==> src/rtl/pirq_pkg.sv <==
package pirq_pkg;

    localparam int STAT_W = 8;
    localparam int POS_W  = $clog2(STAT_W);
    localparam int VEC_W  = 8;
    localparam int NSRC   = 5;
    localparam int NRANK  = 3;

    typedef enum logic [2:0] {
        SRC_CLK   = 3'd0,
        SRC_UART  = 3'd1,
        SRC_DB    = 3'd2,
        SRC_FRAME = 3'd3,
        SRC_DISK  = 3'd4
    } src_e;

    typedef struct packed {
        logic [POS_W-1:0] pos;
        logic             level;
        logic             serv;
        logic [VEC_W-1:0] vec;
    } src_cfg_t;

    typedef struct packed {
        logic [NSRC-1:0]  grant;
        logic             none;
        logic [VEC_W-1:0] vec;
    } pick_t;

    function automatic src_cfg_t src_cfg(input int s);
        src_cfg_t c;
        case (s)
            0:       c = '{pos: POS_W'(1), level: 1'b1, serv: 1'b0, vec: VEC_W'(0)};
            1:       c = '{pos: POS_W'(2), level: 1'b1, serv: 1'b0, vec: VEC_W'(0)};
            2:       c = '{pos: POS_W'(4), level: 1'b0, serv: 1'b1, vec: VEC_W'(12)};
            3:       c = '{pos: POS_W'(5), level: 1'b0, serv: 1'b1, vec: VEC_W'(13)};
            default: c = '{pos: POS_W'(7), level: 1'b1, serv: 1'b1, vec: VEC_W'(11)};
        endcase
        return c;
    endfunction

    // rank 0 is the most urgent
    function automatic int rank_src(input int r);
        case (r)
            0:       return int'(SRC_DISK);
            1:       return int'(SRC_DB);
            default: return int'(SRC_FRAME);
        endcase
    endfunction

    function automatic logic [POS_W-1:0] pos_of(input src_e s);
        return src_cfg(int'(s)).pos;
    endfunction

endpackage

==> src/rtl/pirq_status.sv <==
module pirq_status
    import pirq_pkg::*;
(
    input  logic              clk,
    input  logic              rst,
    input  logic [NSRC-1:0]   src_in,
    input  logic [NSRC-1:0]   clr,
    output logic [STAT_W-1:0] stat
);
    logic [NSRC-1:0] pend;

    for (genvar s = 0; s < NSRC; s++) begin : g_src
        localparam src_cfg_t CFG = src_cfg(s);
        if (CFG.level) begin : g_level
            always_ff @(posedge clk) begin
                if (rst) pend[s] <= 1'b0;
                else     pend[s] <= src_in[s];
            end
            assert_level_follow_R5: assert property (@(posedge clk) disable iff (rst)
                !rst |=> pend[s] == $past(src_in[s]));
        end else begin : g_pulse
            always_ff @(posedge clk) begin
                if (rst) pend[s] <= 1'b0;
                else     pend[s] <= src_in[s] | (pend[s] & ~clr[s]);
            end
            assert_set_wins_R9: assert property (@(posedge clk) disable iff (rst)
                src_in[s] |=> pend[s]);
            assert_hold_R4: assert property (@(posedge clk) disable iff (rst)
                (pend[s] && !clr[s]) |=> pend[s]);
        end
    end

    always_comb begin
        stat = '0;
        for (int s = 0; s < NSRC; s++) begin
            stat[src_cfg(s).pos] = pend[s];
        end
    end
endmodule

==> src/rtl/pirq_arbiter.sv <==
module pirq_arbiter
    import pirq_pkg::*;
(
    input  logic [STAT_W-1:0] stat,
    output pick_t             pick
);
    always_comb begin
        pick       = '0;
        pick.none  = 1'b1;
        for (int r = NRANK - 1; r >= 0; r--) begin
            if (stat[src_cfg(rank_src(r)).pos]) begin
                pick.grant                = '0;
                pick.grant[rank_src(r)]   = 1'b1;
                pick.vec                  = src_cfg(rank_src(r)).vec;
                pick.none                 = 1'b0;
            end
        end
    end
endmodule

==> src/rtl/pirq_vecout.sv <==
module pirq_vecout
    import pirq_pkg::*;
(
    input  logic             clk,
    input  logic             rst,
    input  logic             ack,
    input  pick_t            pick,
    output logic [VEC_W-1:0] vector,
    output logic             vec_valid,
    output logic             ack_err
);
    always_ff @(posedge clk) begin
        if (rst) begin
            vector    <= '0;
            vec_valid <= 1'b0;
            ack_err   <= 1'b0;
        end else begin
            vec_valid <= ack;
            if (ack) begin
                vector <= pick.none ? '0 : pick.vec;
                if (pick.none) ack_err <= 1'b1;
            end
        end
    end

    assert_err_sticky_R7: assert property (@(posedge clk) disable iff (rst)
        ack_err |=> ack_err);
    assert_valid_pulse_R8: assert property (@(posedge clk) disable iff (rst)
        !ack |=> !vec_valid && $stable(vector));
    assert_none_zero_R7: assert property (@(posedge clk) disable iff (rst)
        (ack && pick.none) |=> vector == '0 && ack_err);
endmodule

==> src/rtl/prio_irq_ctrl.sv <==
module prio_irq_ctrl
    import pirq_pkg::*;
(
    input  logic             clk,
    input  logic             rst,
    input  logic             clk_req,
    input  logic             uart_req,
    input  logic             db_set,
    input  logic             frame_set,
    input  logic             disk_req,
    input  logic             ack,
    output logic             irq,
    output logic [VEC_W-1:0] vector,
    output logic             vec_valid,
    output logic             ack_err
);
    logic [NSRC-1:0]   src_in;
    logic [NSRC-1:0]   clr;
    logic [STAT_W-1:0] stat;
    pick_t             pick;

    always_comb begin
        src_in                  = '0;
        src_in[SRC_CLK]         = clk_req;
        src_in[SRC_UART]        = uart_req;
        src_in[SRC_DB]          = db_set;
        src_in[SRC_FRAME]       = frame_set;
        src_in[SRC_DISK]        = disk_req;
        clr                     = ack ? pick.grant : '0;
    end

    pirq_status u_status (
        .clk    (clk),
        .rst    (rst),
        .src_in (src_in),
        .clr    (clr),
        .stat   (stat)
    );

    pirq_arbiter u_arb (
        .stat (stat),
        .pick (pick)
    );

    pirq_vecout u_vec (
        .clk       (clk),
        .rst       (rst),
        .ack       (ack),
        .pick      (pick),
        .vector    (vector),
        .vec_valid (vec_valid),
        .ack_err   (ack_err)
    );

    assign irq = |stat;

    assert_irq_level_R1: assert property (@(posedge clk) disable iff (rst)
        (clk_req || uart_req || disk_req) |=> irq);
    assert_disk_first_R2: assert property (@(posedge clk) disable iff (rst)
        (ack && stat[pos_of(SRC_DISK)]) |=> vector == VEC_W'(11) && vec_valid);
    assert_db_vec_R3: assert property (@(posedge clk) disable iff (rst)
        (ack && !stat[pos_of(SRC_DISK)] && stat[pos_of(SRC_DB)]) |=> vector == VEC_W'(12));
    assert_db_clear_R4: assert property (@(posedge clk) disable iff (rst)
        (ack && pick.grant[SRC_DB] && !db_set) |=> !stat[pos_of(SRC_DB)]);
    assert_grant_onehot_R2: assert property (@(posedge clk) disable iff (rst)
        $onehot0(clr));
    assert_valid_after_ack_R8: assert property (@(posedge clk) disable iff (rst)
        ack |=> vec_valid);
endmodule

==> config.mk <==
export PLATFORM = sky130hd
export DESIGN_NAME = prio_irq_ctrl
export DESIGN_NICKNAME = d
export VERILOG_FILES = /design/src/rtl/pirq_pkg.sv /design/src/rtl/pirq_status.sv /design/src/rtl/pirq_arbiter.sv /design/src/rtl/pirq_vecout.sv /design/src/rtl/prio_irq_ctrl.sv
export SDC_FILE = /design/constraint.sdc
export NUM_CORES = 1
export LEC_CHECK = 0
export BUFFER_PORTS_ARGS = -buffer_cell sky130_fd_sc_hd__buf_2
export CORE_AREA = 2 2 39 41
export CTS_BUF_LIST = sky130_fd_sc_hd__clkbuf_2
export DETAILED_ROUTE_END_ITERATION = 8
export DIE_AREA = 0 0 41 43
export GPL_ROUTABILITY_DRIVEN = 0
export PLACE_DENSITY_LB_ADDON = 0.3
export REMOVE_ABC_BUFFERS = 1
export SLEW_MARGIN = 20
export SYNTH_ARGS = -nofsm -noshare
export SYNTH_HDL_FRONTEND = slang
export SYNTH_SLANG_ARGS = --single-unit
export TNS_END_PERCENT = 10
==> constraint.sdc <==
create_clock -name clk -period 2.5 [get_ports clk]
set_input_delay 0.125 -clock clk [delete_from_list [all_inputs] [get_ports clk]]
set_output_delay 0.125 -clock clk [all_outputs]
set_load 0.05 [all_outputs]
==> results.py, run 1 <==
metrics = {
    "synth": {
        "yosysSeqAreaShare": 0.525,
        "syn_inst": 43,
        "postSynthAreaPerCell_um2": 9.75,
        "yosys_warnings": 0,
        "synth_cell_types": 18,
        "ys_ff_latch": 11,
        "syn-cell-area_um2": 419,
        "synth_top_cell_area_share": 0.525,
        "yosysTopAreaCell": "dfxtp_1",
        "synth.area.top_cells": "dfxtp_1 (53%), nor2b_1 (7.5%), buf_4 (7.2%)",
    },
    "cts": {
        "cts_root_buf": "clkbuf_2",
        "ctsHoldBuffers": 0,
        "clock_sinks": 11,
        "clk_latency_ns": 0.25,
        "cts_resized": 0,
        "clk_pin_slew_ns": 0.10,
        "numCtsBuffers": 3,
        "cts_setup_buffers": 0,
        "cts_tree": "done",
        "htreeDepth": 1,
        "cts_max_path_buffers": 2,
    },
    "floorplanning": {
        "num_rows": 14,
        "ios": 19,
        "initial_core_util": 0.303,
        "die_x_um": 41,
        "die_h_um": 43,
        "die_area_um2": 1760,
        "core_area_um2": 1380,
    },
    "final_layout": {
        "antenna-diode-count": 0,
        "drive_gt1_frac": 0.356,
        "utilization": 0.366,
        "regArea_um2": 220,
        "final_nets": 68,
        "multi_input_area_um2": 173,
        "syn_to_final_growth_pct": 20.9,
        "fillers": 150,
    },
    "critical_path": {
        "cp_max_fo": 6,
        "reg2regPathDepth": 3,
        "start_kind": "flip-flop",
        "crit_required_ns": 2.38,
        "r2r_slack_ns": 1.55,
        "r2r_start": "u_status.stat[7]",
        "slowest_delay_ns": 0.46,
        "cpLargestDelayFamily": "flip-flops",
        "crit_path_cell_trace": "nor3_1 -> nand2_1 -> buf_2",
        "critPathKind": "flip-flop to primary output",
        "cp.arrival_ns": 1.08,
        "critPathSlowestCell": "dfxtp_1",
        "regToRegEndpoint": "u_vec.vector[2]",
        "critPathBufInv": 1,
        "end_kind": "primary output",
    },
    "global_routing": {
        "grt_max_degree": 12,
        "grt_antenna_before_repair": 0,
        "first_global_vias": 235,
        "gr-usage-all-layers": 0.0968,
        "grt_pass1_wl_um": 1010,
        "overflow": 0,
    },
    "job": {
        "max_cap_viol_count": 0,
    },
    "detailed_routing": {
        "viasPerCell": 3.95,
        "routed_wl_um": 619,
        "drcViolationCount": 0,
        "dr.max_layer_used": "met3",
        "wl_met3_um": 64,
        "wl_met2_um": 256,
        "first_iter_violations": 1,
        "vias": 296,
        "drt-met1-wl_um": 298,
        "postRouteAntennaNets": 0,
        "firstDrtPassIters": 2,
        "wl_per_cell_um": 8.25,
    },
    "sta": {
        "slew_viol_final": 0,
        "grt_setup_unrepaired": "false",
        "hold_viol": 0,
        "period_share": 0.482,
        "setup_viol": 0,
        "finalSetupTns_ns": 0,
        "fmax_mhz": 829,
        "fin_crit_ns": 1.21,
        "fin_skew_ns": 0.00525,
    },
    "min_path": {
        "min_from": "uart_req",
        "hold_depth": 2,
        "min_to": "u_status.stat[2]",
        "min_path_type": "primary input to flip-flop",
    },
    "pwr": {
        "power_leakage_nw": 0.245,
        "peakVddDrop_v": 0.000267,
        "p_per_area_nw_per_um2": 722,
    },
    "placed_design": {
        "dp_hpwl_um": 472,
        "numPortBuffers": 14,
    },
    "run_status": {
        "outcome": "finished clean",
    },
}
-- layout by cell type (no fill, tap or decap), drive strengths merged --
cell,Yosys,layout
o21ai,1,1
nor2,7,7
nor4b,1,1
dfxtp,11,11
nand2b,2,2
nor2b,5,5
conb,1,4
o21bai,1,1
a21oi,3,3
mux2i,1,1
buf,4,14
inv,1,1
nand2,1,1
o22ai,1,1
clkbuf,1,4
nor3,2,2
-- logic make-up after synthesis --
group,count (synthesis),share of synthesized area
and+or+nand+nor,18,0.263
other,1,0.00895
AOI/OAI and AO/OA,6,0.0896
buffers and inverters,6,0.0895
DFF,11,0.525
muxes,1,0.0239
-- worst max path at each step --
stage,startpoint,to,slack (ns),depth (start not counted)
floorplan,u_status.stat[4],irq,1.56,2
global placement,u_status.stat[7],irq,1.57,3
detailed placement,u_status.stat[4],irq,1.57,3
CTS,u_status.stat[4],irq,1.26,3
global route,u_status.stat[4],irq,1.16,3
finish,u_status.stat[4],irq,1.29,3
-- synth_stat cells --
cell type  instances
a21oi_1            2
a21oi_2            1
buf_4              4
clkbuf_1           1
conb_1             1
dfxtp_1           11
inv_1              1
mux2i_1            1
nand2_1            1
nand2b_1           1
nand2b_2           1
nor2_1             7
nor2b_1            5
nor3_1             2
nor4b_4            1
o21ai_0            1
o21bai_1           1
o22ai_1            1
-- state kept, by name (all words and copies together) (netlist names) --
register and flops:
u_vec.vector 4, u_vec.vec_valid 1, u_vec.ack_err 1, u_status.stat 5
-- stage by stage --
stage / area, µm² / hold WS [ns] / cells / power [mW] / worst slack, ns
global placement: 487 / 0.332 / 71 / 0.274 / 1.57
CTS: 507 / 0.0561 / 75 / 0.376 / 1.26
detailed placement: 487 / 0.339 / 71 / 0.274 / 1.57
global route: 507 / 0.0557 / 75 / 0.394 / 1.16
finish: 507 / 0.0760 / 75 / 0.366 / 1.29
floorplan: 397 / 0.187 / 41 / 0.255 / 1.56
-- report_power, final --
| group | leakage [nW] | internal [mW] | total (mW) | switching (mW) |
|---|---|---|---|---|
| registers | 0.0914 | 0.186 | 0.194 | 0.00785 |
| logic | 0.137 | 0.0207 | 0.0750 | 0.0543 |
| clock network | 0.0166 | 0.0425 | 0.0969 | 0.0544 |
-- routing by layer --
layer | up-vias | global-route usage
met4 | 0 | 0.0800
met2 | 13 | 0.0969
li1 | 162 | -
met1 | 121 | 0.124
met3 | 0 | 0.0785
met5 | - | 0
-- area by class of cell --
class	instances	share of cell area
clock buffers	4	0.0395
inverters	1	0.00741
multi-input cells	29	0.341
flip-flops and latches	11	0.435
well taps	16	0.0395
repair buffers	14	0.138
Note: power is estimated with default switching activity, not from simulation.
==> run 2: changes to the inputs <==
--- a/config.mk
+++ b/config.mk
@@ -5,6 +5,7 @@
 export SDC_FILE = /design/constraint.sdc
 export NUM_CORES = 1
 export LEC_CHECK = 0
+export ABC_AREA = 1
 export BUFFER_PORTS_ARGS = -buffer_cell sky130_fd_sc_hd__buf_2
 export CORE_AREA = 2 2 39 41
 export CTS_BUF_LIST = sky130_fd_sc_hd__clkbuf_2
==> constraint.sdc (replaced) <==
create_clock -name clk -period 1 [get_ports clk]
set_input_delay 0.05 -clock clk [delete_from_list [all_inputs] [get_ports clk]]
set_output_delay 0.05 -clock clk [all_outputs]
set_load 0.05 [all_outputs]
==> run 2 against run 1 <==
  * The run now ends with negative setup slack left
  * Count of clock-buffer cells in the layout is 1 lower
  * Clock skew up 0.0063 ns
  * Wire length increased by 26%
  * Synthesized area up 0.90%
  * Via count up 25%
  * Final cell count is 20% higher
  * Combinational power grew to 3.3 times the previous value
  * Utilization increased by 6.5 points
  * Synthesized cell count grew 19%
  * First-iteration DRC count unchanged
  * Critical endpoint unchanged
==> results.py, run 2 <==
metrics = {
    "run_status": {
        "outcome": "finished with violations",
        "failed_checks": "negative setup slack",
    },
    "critical_path": {
        "regToRegEndpoint": "u_status.stat[5]",
        "critPathBufInv": 1,
        "critPathKind": "flip-flop to primary output",
        "crit_required_ns": 0.95,
        "crit_path_cell_trace": "nor2_4 -> nand3_2 -> buf_8",
        "slowest_delay_ns": 0.37,
        "cp.arrival_ns": 0.97,
        "start_kind": "flip-flop",
        "end_kind": "primary output",
        "cp_max_fo": 2,
        "critPathSlowestCell": "dfxtp_4",
        "reg2regPathDepth": 5,
        "cpLargestDelayFamily": "flip-flops",
        "r2r_slack_ns": 0.14,
        "r2r_start": "u_status.stat[4]",
    },
    "synth": {
        "yosys-top-cells-count": "dfxtp_1 (11), nor2_1 (9), inv_1 (7)",
        "syn-cell-area_um2": 423,
        "postSynthAreaPerCell_um2": 8.29,
        "synth_top_cell_area_share": 0.521,
        "synth_cell_types": 15,
        "syn_inst": 51,
        "yosys_warnings": 0,
        "synth_edf_count": 0,
        "yosysTopAreaCell": "dfxtp_1",
        "yosysSeqAreaShare": 0.521,
        "synthArstFlopShare": 0,
        "ys_ff_latch": 11,
        "yosys_most_used_dff": "dfxtp_1",
        "yosysMostFrequentCell": "dfxtp_1",
        "synth.area.top_cells": "dfxtp_1 (52%), nor2_1 (8.0%), buf_4 (7.1%)",
    },
    "cts": {
        "numCtsBuffers": 3,
        "clk_latency_ns": 0.25,
        "clock_sinks": 11,
        "clk_pin_slew_ns": 0.10,
        "cts_max_path_buffers": 2,
        "cts_root_buf": "clkbuf_2",
        "htreeDepth": 1,
        "cts_tree": "done",
    },
    "min_path": {
        "min_path_type": "primary input to flip-flop",
        "min_from": "db_set",
        "min_to": "u_status.stat[4]",
        "hold_depth": 3,
    },
    "global_routing": {
        "grtUsageMet3": 0.0471,
        "grt_max_degree": 9,
        "overflow": 0,
        "grt_antenna_before_repair": 0,
        "met1_usage": 0.128,
        "grt-busiest-layer": "met2",
        "gr-usage-all-layers": 0.113,
        "first_global_vias": 322,
        "grtUsageMet2": 0.163,
        "grt_pass1_wl_um": 1290,
    },
    "detailed_routing": {
        "firstDrtPassIters": 2,
        "drcViolationCount": 0,
        "routed_wl_um": 781,
        "postRouteAntennaNets": 0,
        "vias": 369,
        "wl_per_cell_um": 8.68,
        "first_iter_violations": 1,
        "viasPerCell": 4.10,
    },
    "final_layout": {
        "drive_gt1_frac": 0.419,
        "syn_to_final_growth_pct": 41.1,
        "mostFrequentLayoutCells": "buf_2 (13), dfxtp_1 (8), inv_1 (7), nor2_1 (7)",
        "utilization": 0.431,
        "antenna-diode-count": 0,
        "largest_reg_flops": 5,
        "fillers": 145,
        "final_nets": 83,
        "final_common_cell": "buf_2",
        "fin_area_um2": 597,
    },
    "placed_design": {
        "placed_area_um2": 483,
        "numPortBuffers": 14,
        "dp_hpwl_um": 513,
    },
    "sta": {
        "slew_viol_final": 0,
        "setup_slack_ns": -0.0240,
        "hold_viol": 0,
        "setup_viol": 1,
        "fin_skew_ns": 0.0116,
        "fmax_mhz": 977,
        "fin_crit_ns": 1.02,
        "period_share": 1.02,
        "finalSetupTns_ns": -0.0240,
        "grt_setup_unrepaired": "true",
    },
    "pwr": {
        "peakVddDrop_v": 0.000954,
        "power_leakage_nw": 0.303,
        "p_per_area_nw_per_um2": 1620,
    },
    "floorplanning": {
        "ios": 19,
        "die_x_um": 41,
        "initial_core_util": 0.306,
        "num_rows": 14,
        "die_area_um2": 1760,
        "core_area_um2": 1380,
        "die_h_um": 43,
    },
    "job": {
        "max_cap_viol_count": 0,
    },
}
-- run 2: cell count changes after synthesis, sizes merged, moves of 2 or more --
cell	delta
inv	+7
nor2b	-5
o21ai	+4
nand2	+3
nor2	+3
a21oi	+2
nand2b	-2
nand3	+2
nor3	-2
-- run 2: through the flow --
stage | total power, mW | worst slack [ns] | cells | hold slack [ns]
final | 0.967 | -0.0240 | 90 | 0.0200
after global routing | 1.02 | -0.0836 | 90 | 0.0182
after CTS | 0.984 | -0.0263 | 90 | 0.0128
after detailed placement | 0.694 | 0.137 | 79 | 0.256
after global placement | 0.694 | 0.152 | 79 | 0.247
after floorplan | 0.646 | 0.0618 | 49 | 0.112
-- run 2: power breakdown --
group / leakage (nW) / internal (mW) / switching (mW)
sequential: 0.0925 / 0.469 / 0.0177
clock: 0.0164 / 0.0906 / 0.146
combinational: 0.195 / 0.0789 / 0.166
-- run 2: routing by layer --
| layer | up-vias | wire length (µm) |
|---|---|---|
| met3 | 0 | 51 |
| li1 | 193 | - |
| met1 | 163 | 324 |
| met4 | 0 | 0 |
| met2 | 13 | 405 |
| met5 | - | 0 |
-- run 2: worst reg2reg max path, delay by kind of cell (launching register included) --
family	cells	cell delay [ns]
flip-flops	1	0.37
AND/OR/NAND/NOR	2	0.14
AO/OA/AOI/OAI	1	0.05
buffers and inverters	2	0.22
-- run 2: how the worst max path moves through the flow --
| stage | from | slack [ns] | endpoint | cells after the start |
|---|---|---|---|---|
| 6_report | u_status.stat[4] | -0.02 | irq | 3 |
| 3_3_place_gp | u_status.stat[5] | 0.15 | irq | 3 |
| 2_1_floorplan | u_vec.vector[3] | 0.06 | u_vec.vector[3] | 2 |
| 3_5_place_dp | u_status.stat[5] | 0.14 | irq | 3 |
| 4_1_cts | u_status.stat[2] | -0.03 | irq | 3 |
| 5_1_grt | u_status.stat[2] | -0.08 | irq | 3 |
-- run 2: kinds of logic (layout without fill, tap and decap cells) --
| kind of cell | count (synthesis) | in the layout | synth area share |
|---|---|---|---|
| buffers and inverters | 13 | 33 | 0.169 |
| AO/OA/AOI/OAI | 10 | 10 | 0.136 |
| other | 1 | 4 | 0.00887 |
| AND/OR/NAND/NOR | 16 | 16 | 0.166 |
| flip-flops | 11 | 11 | 0.521 |
-- run 2: area by class of cell --
type / count / area (µm²) / area share
clock inverters: 1 / 5.00 / 0.00839
inverters: 8 / 30.0 / 0.0503
multi-input cells: 30 / 158 / 0.264
well taps: 16 / 20.0 / 0.0335
clock buffers: 3 / 15.0 / 0.0252
repair buffers: 21 / 143 / 0.239
flip-flops and latches: 11 / 226 / 0.379
-- run 2: repair_timing --
item / CTS / global route
buffers inserted: 3 / 0
pin swaps: 1 / 0
gates cloned: 0 / 0
resized for setup: 11 / 0
setup endpoints to repair: 1 / 1
hold endpoints to repair: 4 / 0
hold buffers: 4 / 0
==> run 3: changes to the inputs <==
--- a/config.mk
+++ b/config.mk
@@ -13,6 +13,7 @@
 export DIE_AREA = 0 0 41 43
 export GPL_ROUTABILITY_DRIVEN = 0
 export PLACE_DENSITY_LB_ADDON = 0.3
+export RECOVER_POWER = 25
 export REMOVE_ABC_BUFFERS = 1
 export SLEW_MARGIN = 20
 export SYNTH_ARGS = -nofsm -noshare
==> run 3 against run 2 <==
  * The run still ends with negative setup slack left
  * Die area is the same
  * Clock skew is the same
  * Clock power is essentially flat
  * Final cell count is the same
  * Sequential cell count is the same
  * Sequential share of layout area is the same
  * Final area is the same
  * Combinational power is essentially flat
  * Maximum frequency is essentially flat
  * Global-route usage is the same
  * Highest routed layer unchanged
==> results.py, run 3 (synthesis gave the netlist of run 2 again) <==
metrics = {
    "run_status": {
        "outcome": "finished with violations",
        "failed_checks": "negative setup slack",
    },
    "placed_design": {
        "numPortBuffers": 14,
        "placed_area_um2": 483,
        "dp_hpwl_um": 513,
        "dp_cells": 79,
    },
    "sta": {
        "fin_hold_ws_ns": 0.0200,
        "setup_viol": 1,
        "slew_viol_final": 0,
        "period_share": 1.02,
        "hold_viol": 0,
        "fin_crit_ns": 1.02,
        "setup_slack_ns": -0.0241,
        "fmax_mhz": 977,
        "fin_skew_ns": 0.0116,
        "finalSetupTns_ns": -0.0241,
        "grt_setup_unrepaired": "true",
    },
    "final_layout": {
        "multi_input_area_um2": 158,
        "mostFrequentLayoutCells": "buf_2 (13), inv_1 (8), dfxtp_1 (8), nor2_1 (7)",
        "final_common_cell": "buf_2",
        "final_nets": 83,
        "regArea_um2": 226,
        "syn_to_final_growth_pct": 41.1,
        "antenna-diode-count": 0,
        "fin_area_um2": 597,
        "instances_no_fill": 90,
        "fillers": 145,
        "drive_gt1_frac": 0.405,
        "largest_reg_flops": 5,
    },
    "detailed_routing": {
        "vias": 369,
        "postRouteAntennaNets": 0,
        "firstDrtPassIters": 2,
        "first_iter_violations": 1,
        "routed_wl_um": 782,
        "wl_per_cell_um": 8.69,
        "drcViolationCount": 0,
        "viasPerCell": 4.10,
    },
    "global_routing": {
        "gr-usage-all-layers": 0.113,
        "first_global_vias": 322,
        "grt_pass1_wl_um": 1290,
        "grt_max_degree": 9,
        "overflow": 0,
        "grt_antenna_before_repair": 0,
    },
    "pwr": {
        "peakVddDrop_v": 0.000954,
        "power_frac_seq": 0.503,
        "p_comb_frac": 0.253,
        "internal-power_uw": 638,
        "totalPowerFinal_uw": 967,
        "swShare": 0.340,
        "p_sw_uw": 329,
        "p_clk_frac": 0.244,
        "power_leakage_nw": 0.304,
        "p_per_area_nw_per_um2": 1620,
    },
    "cts": {
        "clock_sinks": 11,
        "cts_root_buf": "clkbuf_2",
        "cts_tree": "done",
        "htreeDepth": 1,
        "clk_latency_ns": 0.25,
        "cts_max_path_buffers": 2,
        "clk_pin_slew_ns": 0.10,
        "numCtsBuffers": 3,
    },
    "critical_path": {
        "critPathKind": "flip-flop to primary output",
        "crit_required_ns": 0.95,
        "cp_max_fo": 2,
        "end_kind": "primary output",
        "cp.arrival_ns": 0.97,
        "start_kind": "flip-flop",
    },
    "floorplanning": {
        "core_area_um2": 1380,
        "ios": 19,
        "die_area_um2": 1760,
        "initial_core_util": 0.306,
        "die_h_um": 43,
        "num_rows": 14,
        "die_x_um": 41,
    },
    "job": {
        "max_cap_viol_count": 0,
    },
    "min_path": {
        "min_path_type": "primary input to flip-flop",
    },
}
-- run 3: changes by cell type in the layout (fill, tap and decap cells not counted) --
cell	change
inv_1	+1
inv_2	-1
-- run 3: critical path, stage by stage (launching register included) --
cell     delay (ns)
dfxtp_4        0.37
nor2_4         0.11
nand3_2        0.09
buf_8          0.16
-- run 3: per-layer routing --
metal  routed length (µm)  GRT usage  vias to the layer above  part of all wire
li1                     -          -                      193                 -
met1                  325      0.128                      163              0.42
met2                  405      0.163                       13              0.52
met3                   51     0.0471                        0             0.065
met4                    0     0.0800                        0                 0
met5                    0          0                        -                 0
-- run 3: path summary, 6_finish.rpt --
path / from / to / slack [ns] / cells past startpoint
max: u_status.stat[4] / irq / -0.02 / 3
min: db_set / u_status.stat[4] / 0.02 / 3
max reg2reg: u_status.stat[4] / u_status.stat[5] / 0.14 / 5
min reg2reg: u_vec.vector[1] / u_vec.vector[1] / 0.48 / 2
-- run 3: metrics by stage --
stage	utilization	setup WS (ns)
6_report	0.431	-0.0241
5_1_grt	0.431	-0.0836
4_1_cts	0.431	-0.0263
3_5_place_dp	0.349	0.137
3_3_place_gp	0.349	0.152
2_1_floorplan	-	0.0618
-- run 3: layout make-up --
type | instances | share of cell area
Sequential cell | 11 | 0.379
Multi-Input combinational cell | 30 | 0.264
Timing Repair Buffer | 21 | 0.239
Inverter | 8 | 0.0503
Tap cell | 16 | 0.0335
Clock buffer | 3 | 0.0252
Clock inverter | 1 | 0.00839
-- run 3: power groups by stage --
stage / Sequential, mW / Clock, mW / Combinational (mW)
after CTS: 0.486 / 0.253 / 0.244
after global placement: 0.494 / 0 / 0.200
after global routing: 0.489 / 0.267 / 0.262
after detailed placement: 0.494 / 0 / 0.200
after floorplan: 0.552 / 0 / 0.0938
final: 0.486 / 0.236 / 0.244
-- run 3: repair_timing --
action                                 in CTS  in global routing
hold buffers                                4                  0
gates resized for setup                    11                  0
setup endpoints to repair                   1                  1
endpoints found under the hold margin       4                  0
buffers inserted                            3                  0
pin swaps                                   1                  0
